<file path="src/rtl/pio_pkg.sv">
package pio_pkg;
    typedef enum logic [1:0] {
        PM_GPIO = 2'd0,
        PM_BUS  = 2'd1,
        PM_EMU  = 2'd2
    } pio_mode_e;

    localparam logic SEL_LATCH = 1'b0;
    localparam logic SEL_DIR   = 1'b1;
endpackage

</file>
<file path="src/rtl/pio_mode_fsm.sv">
module pio_mode_fsm
    import pio_pkg::*;
(
    input  logic      clk,
    input  logic      rst_n,
    input  logic      bus_req,
    input  logic      emu_req,
    output pio_mode_e mode_q,
    output logic      bus_owns,
    output logic      emu_active
);
    pio_mode_e mode_d;

    // state register
    always_ff @(posedge clk or negedge rst_n) begin
        if (!rst_n) mode_q <= PM_GPIO;
        else        mode_q <= mode_d;
    end

    // next state: emulation request outranks bus request
    always_comb begin
        mode_d = mode_q;
        unique case (mode_q)
            PM_GPIO: begin
                if (emu_req)      mode_d = PM_EMU;   // enter-emulation
                else if (bus_req) mode_d = PM_BUS;   // take
            end
            PM_BUS: begin
                if (emu_req)      mode_d = PM_EMU;   // enter-emulation
                else if (!bus_req) mode_d = PM_GPIO; // release
            end
            PM_EMU: begin
                if (!emu_req) begin
                    if (bus_req) mode_d = PM_BUS;    // leave-to-bus
                    else         mode_d = PM_GPIO;   // leave-to-GPIO
                end
            end
            default: mode_d = PM_GPIO;
        endcase
    end

    // outputs
    always_comb begin
        bus_owns   = 1'b0;
        emu_active = 1'b0;
        unique case (mode_q)
            PM_GPIO: ;
            PM_BUS:  bus_owns = 1'b1;
            PM_EMU: begin
                bus_owns   = 1'b1;
                emu_active = 1'b1;
            end
            default: ;
        endcase
    end
endmodule

</file>
<file path="src/rtl/pio_sync.sv">
module pio_sync #(
    parameter int WIDTH  = 8,
    parameter int STAGES = 2
) (
    input  logic             clk,
    input  logic             rst_n,
    input  logic [WIDTH-1:0] d,
    output logic [WIDTH-1:0] q
);
    localparam int LAST = STAGES - 1;

    logic [WIDTH-1:0] chain [STAGES];

    generate
        for (genvar s = 0; s < STAGES; s++) begin : g_stage
            if (s == 0) begin : g_first
                always_ff @(posedge clk or negedge rst_n) begin
                    if (!rst_n) chain[0] <= '0;
                    else        chain[0] <= d;
                end
            end else begin : g_next
                always_ff @(posedge clk or negedge rst_n) begin
                    if (!rst_n) chain[s] <= '0;
                    else        chain[s] <= chain[s-1];
                end
            end
        end
    endgenerate

    assign q = chain[LAST];
endmodule

</file>
<file path="src/rtl/pio_regs.sv">
module pio_regs
    import pio_pkg::*;
#(
    parameter int WIDTH = 8
) (
    input  logic             clk,
    input  logic             rst_n,
    input  logic             we,
    input  logic             sel,
    input  logic [WIDTH-1:0] wdata,
    output logic [WIDTH-1:0] latch_q,
    output logic [WIDTH-1:0] dir_q
);
    always_ff @(posedge clk or negedge rst_n) begin
        if (!rst_n) begin
            latch_q <= '0;
            dir_q   <= '0;
        end else if (we) begin
            if (sel == SEL_LATCH) latch_q <= wdata;
            else                  dir_q   <= wdata;
        end
    end
endmodule

</file>
<file path="src/rtl/gpio_bus_port.sv">
module gpio_bus_port
    import pio_pkg::*;
#(
    parameter int WIDTH       = 8,
    parameter int SYNC_STAGES = 2
) (
    input  logic             clk,
    input  logic             rst_n,
    input  logic             reg_addr,
    input  logic             reg_we,
    input  logic [WIDTH-1:0] reg_wdata,
    output logic [WIDTH-1:0] reg_rdata,
    input  logic [WIDTH-1:0] pad_in,
    output logic [WIDTH-1:0] pad_out,
    output logic [WIDTH-1:0] pad_oe,
    input  logic             mode_bus,
    input  logic             mode_emu,
    input  logic [WIDTH-1:0] xbus_dir,
    input  logic [WIDTH-1:0] xbus_dout,
    input  logic [WIDTH-1:0] xbus_rdata,
    output logic [WIDTH-1:0] xbus_pin,
    output logic             xbus_wr,
    output logic             xbus_waddr,
    output logic [WIDTH-1:0] xbus_wdata
);
    pio_mode_e        mode_q;
    logic             bus_owns;
    logic             emu_active;
    logic [WIDTH-1:0] latch_q;
    logic [WIDTH-1:0] dir_q;
    logic [WIDTH-1:0] pin_s;
    logic [WIDTH-1:0] port_view;

    pio_mode_fsm u_fsm (
        .clk        (clk),
        .rst_n      (rst_n),
        .bus_req    (mode_bus),
        .emu_req    (mode_emu),
        .mode_q     (mode_q),
        .bus_owns   (bus_owns),
        .emu_active (emu_active)
    );

    pio_regs #(.WIDTH(WIDTH)) u_regs (
        .clk     (clk),
        .rst_n   (rst_n),
        .we      (reg_we),
        .sel     (reg_addr),
        .wdata   (reg_wdata),
        .latch_q (latch_q),
        .dir_q   (dir_q)
    );

    pio_sync #(.WIDTH(WIDTH), .STAGES(SYNC_STAGES)) u_sync (
        .clk   (clk),
        .rst_n (rst_n),
        .d     (pad_in),
        .q     (pin_s)
    );

    // pad side: bus ownership replaces stored direction and latch
    assign pad_oe   = bus_owns ? xbus_dir  : dir_q;
    assign pad_out  = bus_owns ? xbus_dout : latch_q;
    assign xbus_pin = pin_s;

    // per-bit read source: latch for outputs, pin for inputs
    assign port_view = (dir_q & latch_q) | (~dir_q & pin_s);

    always_comb begin
        if (emu_active)              reg_rdata = xbus_rdata;
        else if (reg_addr == SEL_DIR) reg_rdata = dir_q;
        else                         reg_rdata = port_view;
    end

    // write mirroring toward the external bus
    assign xbus_wr    = emu_active & reg_we;
    assign xbus_waddr = reg_addr;
    assign xbus_wdata = reg_wdata;
endmodule

</file>
<file path="config.mk">
export PLATFORM = sky130hd
export DESIGN_NAME = gpio_bus_port
export DESIGN_NICKNAME = d
export VERILOG_FILES = /design/src/rtl/pio_pkg.sv /design/src/rtl/pio_mode_fsm.sv /design/src/rtl/pio_sync.sv /design/src/rtl/pio_regs.sv /design/src/rtl/gpio_bus_port.sv
export SDC_FILE = /design/constraint.sdc
export NUM_CORES = 1
export LEC_CHECK = 0
export ABC_AREA = 1
export BUFFER_PORTS_ARGS = -buffer_cell sky130_fd_sc_hd__clkbuf_2
export CAP_MARGIN = 20
export CORE_ASPECT_RATIO = 0.5
export CORE_MARGIN = 3
export CORE_UTILIZATION = 41
export DETAILED_ROUTE_END_ITERATION = 10
export PLACE_DENSITY = 0.72
export SYNTH_ARGS = -nofsm -noshare
export SYNTH_HDL_FRONTEND = slang
export SYNTH_SLANG_ARGS = --single-unit
</file>
<file path="constraint.sdc">
create_clock -name clk -period 1.6 [get_ports clk]
set_clock_uncertainty 0.05 [all_clocks]
set_input_delay 0.08 -clock clk [delete_from_list [all_inputs] [get_ports clk]]
set_output_delay 0.08 -clock clk [all_outputs]
set_load 0.05 [all_outputs]
</file>
==> out/qor.yml, run 1 <==
route:
  drtAntennaViolNets: 0
  drt_pass1_iterations: 4
  drcViolationCount: 0
  avgViaCountPerCell: 4.91
  initialDrtViolationCount: 90
  vias: 1782
  wire_per_inst_um: 15.5
  totalWireLength_mm: 5.62
global_routing:
  grt_first_pass_wirelength_mm: 8.08
  grt_max_degree: 19
  grt-ovfl-total: 0
  antenna_found_initial: 0
  grt_pass1_vias: 1668
  grt.total_usage_pct: 19.7
critical_path:
  end_kind: "primary output"
  crit_path_start_kind: "register"
  cp.arrival_ns: 1.64
  path_cells: "inv_2, ha_4, buf_12, mux2_4, clkbuf_16"
  cp_slowest_cell: "dfrtp_1"
  cpPeakStageDelay_ns: 0.38
  required_ns: 1.47
  path_class: "reg2out"
  crit_fanout: 8
floorplan:
  initial_core_util_pct: 45.1
  die_area_mm2: 0.00545
  io_pins: 88
  dieHeight_um: 53.7
  core_mm2: 0.00414
  num_rows: 16
  dieWidth_um: 101
clocking:
  ctsLongestPathBuffers: 2
  cts_num_sinks: 34
  cts-root-buf: "clkbuf_8"
  cts_buffers: 5
  cts.htree.levels: 2
  clk_pin_slew_ns: 0.07
  clock_latency_ns: 0.28
  cts_tree: "done"
synth:
  syn_area_mm2: 0.00187
  yosysWarnings: 0
  avgSynthCellArea_um2: 8.81
  synth_fp_nets: 262
  synthCells: 212
  synth-seq-area-share_pct: 45.5
  ys_seq_elements: 34
  synthDistinctLibCells: 19
sta:
  rsz0062_at_grt: "yes"
  hold_viol_final: 0
  worst_pin_slew_ns: 0.407
  relSlewSlack_pct: 72.9
  period_share_pct: 111
  fin_crit_ns: 1.77
  setup_slack_ns: -0.169
  fmax_mhz: 565
  setup_viol: 26
  final_max_slew_viol_count: 0
hold_path:
  hp-class: "in2reg"
run_status:
  status: "complete, but fails checks"
  violations: "negative setup slack"
placed_design:
  place_hpwl_mm: 3.30
  portBuffers: 87
  gp_congestion: 0.748
  placement.cell_area_mm2: 0.00229
cells_and_area:
  final_common_cell: "clkbuf_2"
  final_area_mm2: 0.00307
  mostFrequentLayoutCells: "clkbuf_2 (62), nand2_1 (46), dfrtp_1 (34)"
  antennaDiodeCount: 0
  area_growth_pct: 64.3
  finalNetCount: 358
  drive_gt1_share_pct: 57.0
power:
  p_total_mw: 6.48
  p_per_area_mw_per_mm2: 2110
  vdd_drop_max_v: 0.00119
  leakage_nw: 1.61
flow_run:
  maxCapViolCount: 0
==> worst paths after layout <==
kind | startpoint | end | slack (ns) | cells past startpoint
setup / recovery | u_fsm.mode_q[1] | pad_out[0] | -0.17 | 5
hold / removal | reg_wdata[0] | u_regs.latch_q[0] | 0.03 | 3
setup reg to reg | u_fsm.mode_q[1] | u_fsm.mode_q[0] | -0.05 | 10
hold reg to reg | u_sync.chain[10] | u_sync.q[2] | 0.30 | 0
max in group asynchronous | rst_n | u_fsm.mode_q[1] | 0.71 | 3
min in group asynchronous | rst_n | u_regs.dir_q[6] | 0.20 | 2
==> power breakdown <==
group / switching, mW / internal [mW] / total (mW)
clock: 0.299 / 0.347 / 0.646
combinational: 2.64 / 2.18 / 4.82
sequential: 0.0669 / 0.953 / 1.02
==> logic make-up after synthesis <==
family                   share of synthesized area [%]
flip-flops                                        45.5
multiplexers                                      4.62
adder cells (fa/ha/maj)                           2.68
AO/OA/AOI/OAI                                     12.1
buffers and inverters                             15.7
AND/OR/NAND/NOR                                   19.4
==> metal layers <==
layer  track usage [%]  up-vias  share of wire, %
met4              5.52        0               1.1
met2              33.9       60                53
met3              5.05       10               5.8
met5                 0        -                 0
met1              25.2      865                40
li1                  -      847                 -
==> cell usage after synthesis, drive strengths merged <==
master / number / area share, %
a21oi: 1 / 0.27
buf: 24 / 11
dfrtp: 34 / 46
ha: 4 / 2.7
inv: 23 / 5.0
mux2: 7 / 4.6
nand2: 71 / 15
nand3: 11 / 2.9
nor2: 4 / 0.80
nor3: 1 / 0.27
o21ai: 32 / 12
==> per-stage QoR <==
step / worst slack, ns / instances / setup TNS, ns / hold slack (ns) / utilization, %
2_1_floorplan: -0.236 / 212 / -1.91 / -0.266 / -
3_3_place_gp: 0.0251 / 335 / 0 / -0.0247 / 55.3
3_5_place_dp: 0.000860 / 335 / 0 / -0.0184 / 55.3
4_1_cts: -0.148 / 359 / -2.60 / 0.0222 / 69.6
5_1_grt: -0.214 / 363 / -3.97 / 0.0325 / 74.1
6_report: -0.169 / 363 / -2.62 / 0.0261 / 74.1
==> registers in the layout, indices dropped and copies added (netlist names) <==
signal          flops
u_sync.q            8
u_regs.dir_q        8
u_sync.chain        8
u_fsm.mode_q        2
u_regs.latch_q      8
==> final cells by class <==
type | count | area (um2)
fill | 286 | 1070
timing repair buffer | 113 | 1030
multi-input combinational | 131 | 932
sequential | 34 | 851
inverter | 23 | 101
clock buffer | 7 | 86.3
tap | 54 | 67.6
clock inverter | 1 | 5.00
==> what timing repair did <==
action | CTS | global route
pin swaps | 8 | 9
hold buffers | 9 | 0
resized for setup | 75 | 51
cloned | 2 | 1
setup buffers | 5 | 4
endpoints found under the hold margin | 24 | 0
endpoints found under the setup margin | 25 | 26
==> critical path: cells and delay by family, from the launching register on <==
kind / cells / cell delay [ns]
flops: 1 / 0.38
buf+inv: 3 / 0.36
mux: 1 / 0.31
fa+ha+maj: 1 / 0.30
Note: power is estimated with default switching activity, not from simulation.
==> run 2, diff against run 1 <==
--- a/config.mk
+++ b/config.mk
@@ -8,11 +8,14 @@
 export ABC_AREA = 1
 export BUFFER_PORTS_ARGS = -buffer_cell sky130_fd_sc_hd__clkbuf_2
 export CAP_MARGIN = 20
+export CELL_PAD_IN_SITES_DETAIL_PLACEMENT = 1
+export CELL_PAD_IN_SITES_GLOBAL_PLACEMENT = 2
 export CORE_ASPECT_RATIO = 0.5
 export CORE_MARGIN = 3
-export CORE_UTILIZATION = 41
+export CORE_UTILIZATION = 25
+export CTS_BUF_LIST = sky130_fd_sc_hd__clkbuf_4 sky130_fd_sc_hd__clkbuf_8 sky130_fd_sc_hd__clkbuf_16
 export DETAILED_ROUTE_END_ITERATION = 10
-export PLACE_DENSITY = 0.72
+export PLACE_DENSITY_LB_ADDON = 0.1
 export SYNTH_ARGS = -nofsm -noshare
 export SYNTH_HDL_FRONTEND = slang
 export SYNTH_SLANG_ARGS = --single-unit
==> out/qor.yml, run 2 (synthesis results as in run 1) <==
hold_path:
  hold_end: "u_regs.latch_q[4]"
  hold_start: "reg_wdata[4]"
  hp-class: "in2reg"
  hold_depth: 3
sta:
  rsz0062_at_grt: "yes"
  setup_slack_ns: -0.186
  fin_crit_ns: 1.79
  relSlewSlack_pct: 65.1
  worst_pin_slew_ns: 0.524
  hold_viol_final: 0
  final_max_slew_viol_count: 0
  period_share_pct: 112
  setup_viol: 27
  setup_tns_ns: -3.93
  fmax_mhz: 560
clocking:
  clock_latency_ns: 0.28
  cts_num_sinks: 34
  cts_buffers: 5
  cts.htree.levels: 2
  clk_pin_slew_ns: 0.05
  cts_tree: "done"
  cts-root-buf: "clkbuf_16"
  ctsLongestPathBuffers: 2
run_status:
  violations: "negative setup slack"
  status: "complete, but fails checks"
power:
  p_total_mw: 7.03
  power.switching_mw: 3.09
  seq_power_share_pct: 14.5
  leakage_nw: 1.68
  p_per_area_mw_per_mm2: 2160
  pwr-share-clk_pct: 13.9
  switching_share_pct: 44.0
  vdd_drop_max_v: 0.000883
  p_int_mw: 3.94
  comb_power_share_pct: 71.5
cells_and_area:
  antennaDiodeCount: 0
  area_growth_pct: 74.1
  final_common_cell: "clkbuf_2"
  finalNetCount: 366
  stdcell_count: 409
  final_area_mm2: 0.00325
  mostFrequentLayoutCells: "clkbuf_2 (62), nand2_1 (44), dfrtp_1 (34)"
  drive_gt1_share_pct: 59.6
route:
  wire_per_inst_um: 14.9
  vias: 1780
  drt_pass1_iterations: 4
  totalWireLength_mm: 6.11
  drcViolationCount: 0
  drtAntennaViolNets: 0
  initialDrtViolationCount: 33
  avgViaCountPerCell: 4.35
critical_path:
  r2r_cells: 11
  path_class: "reg2out"
  cp.arrival_ns: 1.66
  end_kind: "primary output"
  r2r-start: "u_fsm.mode_q[1]"
  r2r_end: "u_fsm.mode_q[1]"
  r2r_slack_ns: -0.08
  crit_fanout: 5
  crit_path_start_kind: "register"
  required_ns: 1.47
floorplan:
  dieHeight_um: 67.1
  die_area_mm2: 0.00861
  io_pins: 88
  initial_core_util_pct: 26.8
  dieWidth_um: 128
  num_rows: 21
  core_mm2: 0.00696
global_routing:
  grt-ovfl-total: 0
  grt_pass1_vias: 1810
  grt.total_usage_pct: 13.7
  antenna_found_initial: 0
  grt_max_degree: 21
  grt_first_pass_wirelength_mm: 8.88
placed_design:
  gp_congestion: 0.714
  portBuffers: 87
  dp.cells: 374
  place_hpwl_mm: 4.17
  placement.cell_area_mm2: 0.00233
  pre_cts_ws_ns: -0.0373
flow_run:
  maxCapViolCount: 0
==> run 2: layout make-up <==
cell class	count	area, um2
Clock buffer	7	146
Clock inverter	1	5.00
Fill cell	797	3710
Inverter	23	98.8
Multi-Input combinational cell	131	946
Sequential cell	34	851
Tap cell	92	115
Timing Repair Buffer	121	1090
==> run 2: critical path, stage by stage, from the launching register on <==
cell	delay, ns
dfrtp_1	0.36
inv_2	0.07
ha_4	0.34
buf_12	0.14
mux2_4	0.31
buf_8	0.15
==> run 2: worst max-delay path by stage <==
stage	start	end	slack [ns]	depth (start not counted)
finish	u_fsm.mode_q[0]	pad_out[7]	-0.19	5
CTS	u_fsm.mode_q[1]	pad_out[7]	-0.19	5
detailed placement	u_fsm.mode_q[1]	pad_out[7]	-0.04	5
global route	u_fsm.mode_q[0]	pad_out[1]	-0.24	5
global placement	u_fsm.mode_q[0]	pad_out[1]	0.008	5
floorplan	u_fsm.mode_q[0]	pad_oe[0]	-0.24	5
==> run 2: routing by layer <==
metal	track usage [%]	wire length, um	vias to the layer above
li1	-	-	866
met1	16.2	2620	864
met2	24.5	3130	43
met3	3.68	281	7
met4	3.97	75	0
met5	0	0	-
==> run 2: stage by stage <==
stage / util [%] / hold slack [ns]
5_1_grt: 46.7 / 0.0408
3_3_place_gp: 33.5 / 0.0285
4_1_cts: 43.0 / 0.0278
6_report: 46.7 / 0.0332
3_5_place_dp: 33.5 / 0.0269
2_1_floorplan: - / -0.266
==> run 2: timing repair <==
item,4_1_cts,5_1_grt
setup endpoints to repair,25,27
buffers inserted,8,9
pin swaps,2,14
hold endpoints to repair,26,0
resized for setup,76,62
cloned,2,1
hold buffers,9,0
==> run 2: power by group through the flow <==
stage | Combinational [mW] | Sequential [mW] | Clock [mW]
finish | 5.03 | 1.02 | 0.979
floorplan | 2.18 | 1.02 | 0
global route | 5.25 | 1.03 | 1.05
global placement | 2.93 | 1.03 | 0
detailed placement | 2.95 | 1.03 | 0
CTS | 4.25 | 1.02 | 1.01
==> run 3, diff against run 2 <==
--- a/config.mk
+++ b/config.mk
@@ -15,7 +15,7 @@
 export CORE_UTILIZATION = 25
 export CTS_BUF_LIST = sky130_fd_sc_hd__clkbuf_4 sky130_fd_sc_hd__clkbuf_8 sky130_fd_sc_hd__clkbuf_16
 export DETAILED_ROUTE_END_ITERATION = 10
-export PLACE_DENSITY_LB_ADDON = 0.1
+export PLACE_DENSITY_LB_ADDON = 0.05
 export SYNTH_ARGS = -nofsm -noshare
 export SYNTH_HDL_FRONTEND = slang
 export SYNTH_SLANG_ARGS = --single-unit
==> out/qor.yml, run 3 (synthesis results as in run 1) <==
route:
  avgViaCountPerCell: 4.34
  drt_pass1_iterations: 4
  vias: 1737
  wire_per_inst_um: 14.5
  totalWireLength_mm: 5.80
  initialDrtViolationCount: 32
  drcViolationCount: 0
  drtAntennaViolNets: 0
clocking:
  clock_latency_ns: 0.28
  cts_num_sinks: 34
  cts.htree.levels: 2
  cts-root-buf: "clkbuf_16"
  cts_tree: "done"
  ctsLongestPathBuffers: 2
  cts_buffers: 5
  clk_pin_slew_ns: 0.05
flow_run:
  maxCapViolCount: 0
cells_and_area:
  stdcell_count: 400
  mostFrequentLayoutCells: "clkbuf_2 (62), nand2_1 (55), dfrtp_1 (34)"
  antennaDiodeCount: 0
  final_common_cell: "clkbuf_2"
  area_growth_pct: 67.0
  drive_gt1_share_pct: 54.2
  fin_util_pct: 44.8
  finalNetCount: 359
placed_design:
  portBuffers: 87
  dp.cells: 374
  gp_congestion: 0.742
  place_hpwl_mm: 4.22
floorplan:
  initial_core_util_pct: 26.8
  dieWidth_um: 128
  die_area_mm2: 0.00861
  num_rows: 21
  core_mm2: 0.00696
  io_pins: 88
  dieHeight_um: 67.1
global_routing:
  grtUsageMet2_pct: 24.4
  antenna_found_initial: 0
  grtUsageMet1_pct: 16.4
  grt_max_degree: 23
  grt-ovfl-total: 0
  use_met3_pct: 3.68
  grt_pass1_vias: 1838
  grt.total_usage_pct: 13.8
  grt_first_pass_wirelength_mm: 8.93
  grt-busiest-layer: "met2"
sta:
  setup_tns_ns: -2.33
  setup_slack_ns: -0.171
  hold_viol_final: 0
  period_share_pct: 111
  worst_pin_slew_ns: 0.549
  relSlewSlack_pct: 63.4
  hold_slack_ns: 0.0390
  rsz0062_at_grt: "yes"
  setup_viol: 23
  fin_crit_ns: 1.77
  fmax_mhz: 565
  final_max_slew_viol_count: 0
run_status:
  violations: "negative setup slack"
  status: "complete, but fails checks"
power:
  p_per_area_mw_per_mm2: 2150
  leakage_nw: 1.61
  vdd_drop_max_v: 0.000805
critical_path:
  end_kind: "primary output"
  cpPeakStageDelay_ns: 0.36
  cp_slowest_cell: "dfrtp_1"
  path_cells: "inv_2, ha_4, buf_12, mux2_4, buf_8"
  cp.arrival_ns: 1.64
  required_ns: 1.47
  path_class: "reg2out"
  crit_path_start_kind: "register"
  crit_fanout: 6
hold_path:
  hp-class: "in2reg"
run 3: final timing paths:
check / cells past startpoint / slack, ns / endpoint / from
worst min register to register: 0 / 0.30 / u_sync.q[0] / u_sync.chain[8]
worst min-delay path: 3 / 0.04 / u_regs.dir_q[3] / reg_wdata[3]
min in group asynchronous: 2 / 0.27 / u_sync.q[2] / rst_n
max in group asynchronous: 3 / 0.69 / u_regs.latch_q[6] / rst_n
worst max-delay path: 5 / -0.17 / pad_out[7] / u_fsm.mode_q[0]
worst max register to register: 9 / 0.08 / u_fsm.mode_q[1] / u_fsm.mode_q[0]
run 3: layout make-up:
class | instances | area [um2]
timing repair buffer | 114 | 1010
fill | 789 | 3840
tap | 92 | 115
inverter | 23 | 98.8
sequential | 34 | 851
clock buffer | 6 | 139
multi-input combinational | 131 | 903
run 3: worst max-delay path, delay by kind of cell (launching register included):
kind	cells	cell delay, ns
adder cells (fa/ha/maj)	1	0.32
buffers and inverters	3	0.35
flip-flops	1	0.36
multiplexers	1	0.31
run 3: power by group:
group          internal, mW  leakage [nW]  switching [mW]
registers             0.955         0.410          0.0688
clock network         0.599        0.0688           0.315
logic                  2.19          1.13            2.59
total                  3.74          1.61            2.98
run 3: metrics by stage:
stage	setup WS, ns	cell area [um2]	total power, mW
global placement	0.0107	2330	3.96
floorplan	-0.236	1870	3.19
finish	-0.171	3120	6.72
CTS	-0.203	2940	6.25
detailed placement	-0.0542	2330	4.01
global route	-0.223	3120	7.05
run 3: timing repair:
action | in CTS | in global routing
buffers inserted | 5 | 3
cloned | 2 | 2
resized for setup | 70 | 49
setup endpoints to repair | 25 | 25
endpoints found under the hold margin | 28 | 0
pin swaps | 4 | 14
hold buffers | 9 | 0
run 3: layer usage:
layer | part of all wire [%] | vias to the layer above
met1 | 45 | 847
met3 | 4.8 | 7
li1 | - | 839
met5 | 0 | -
met4 | 0.98 | 0
met2 | 49 | 44
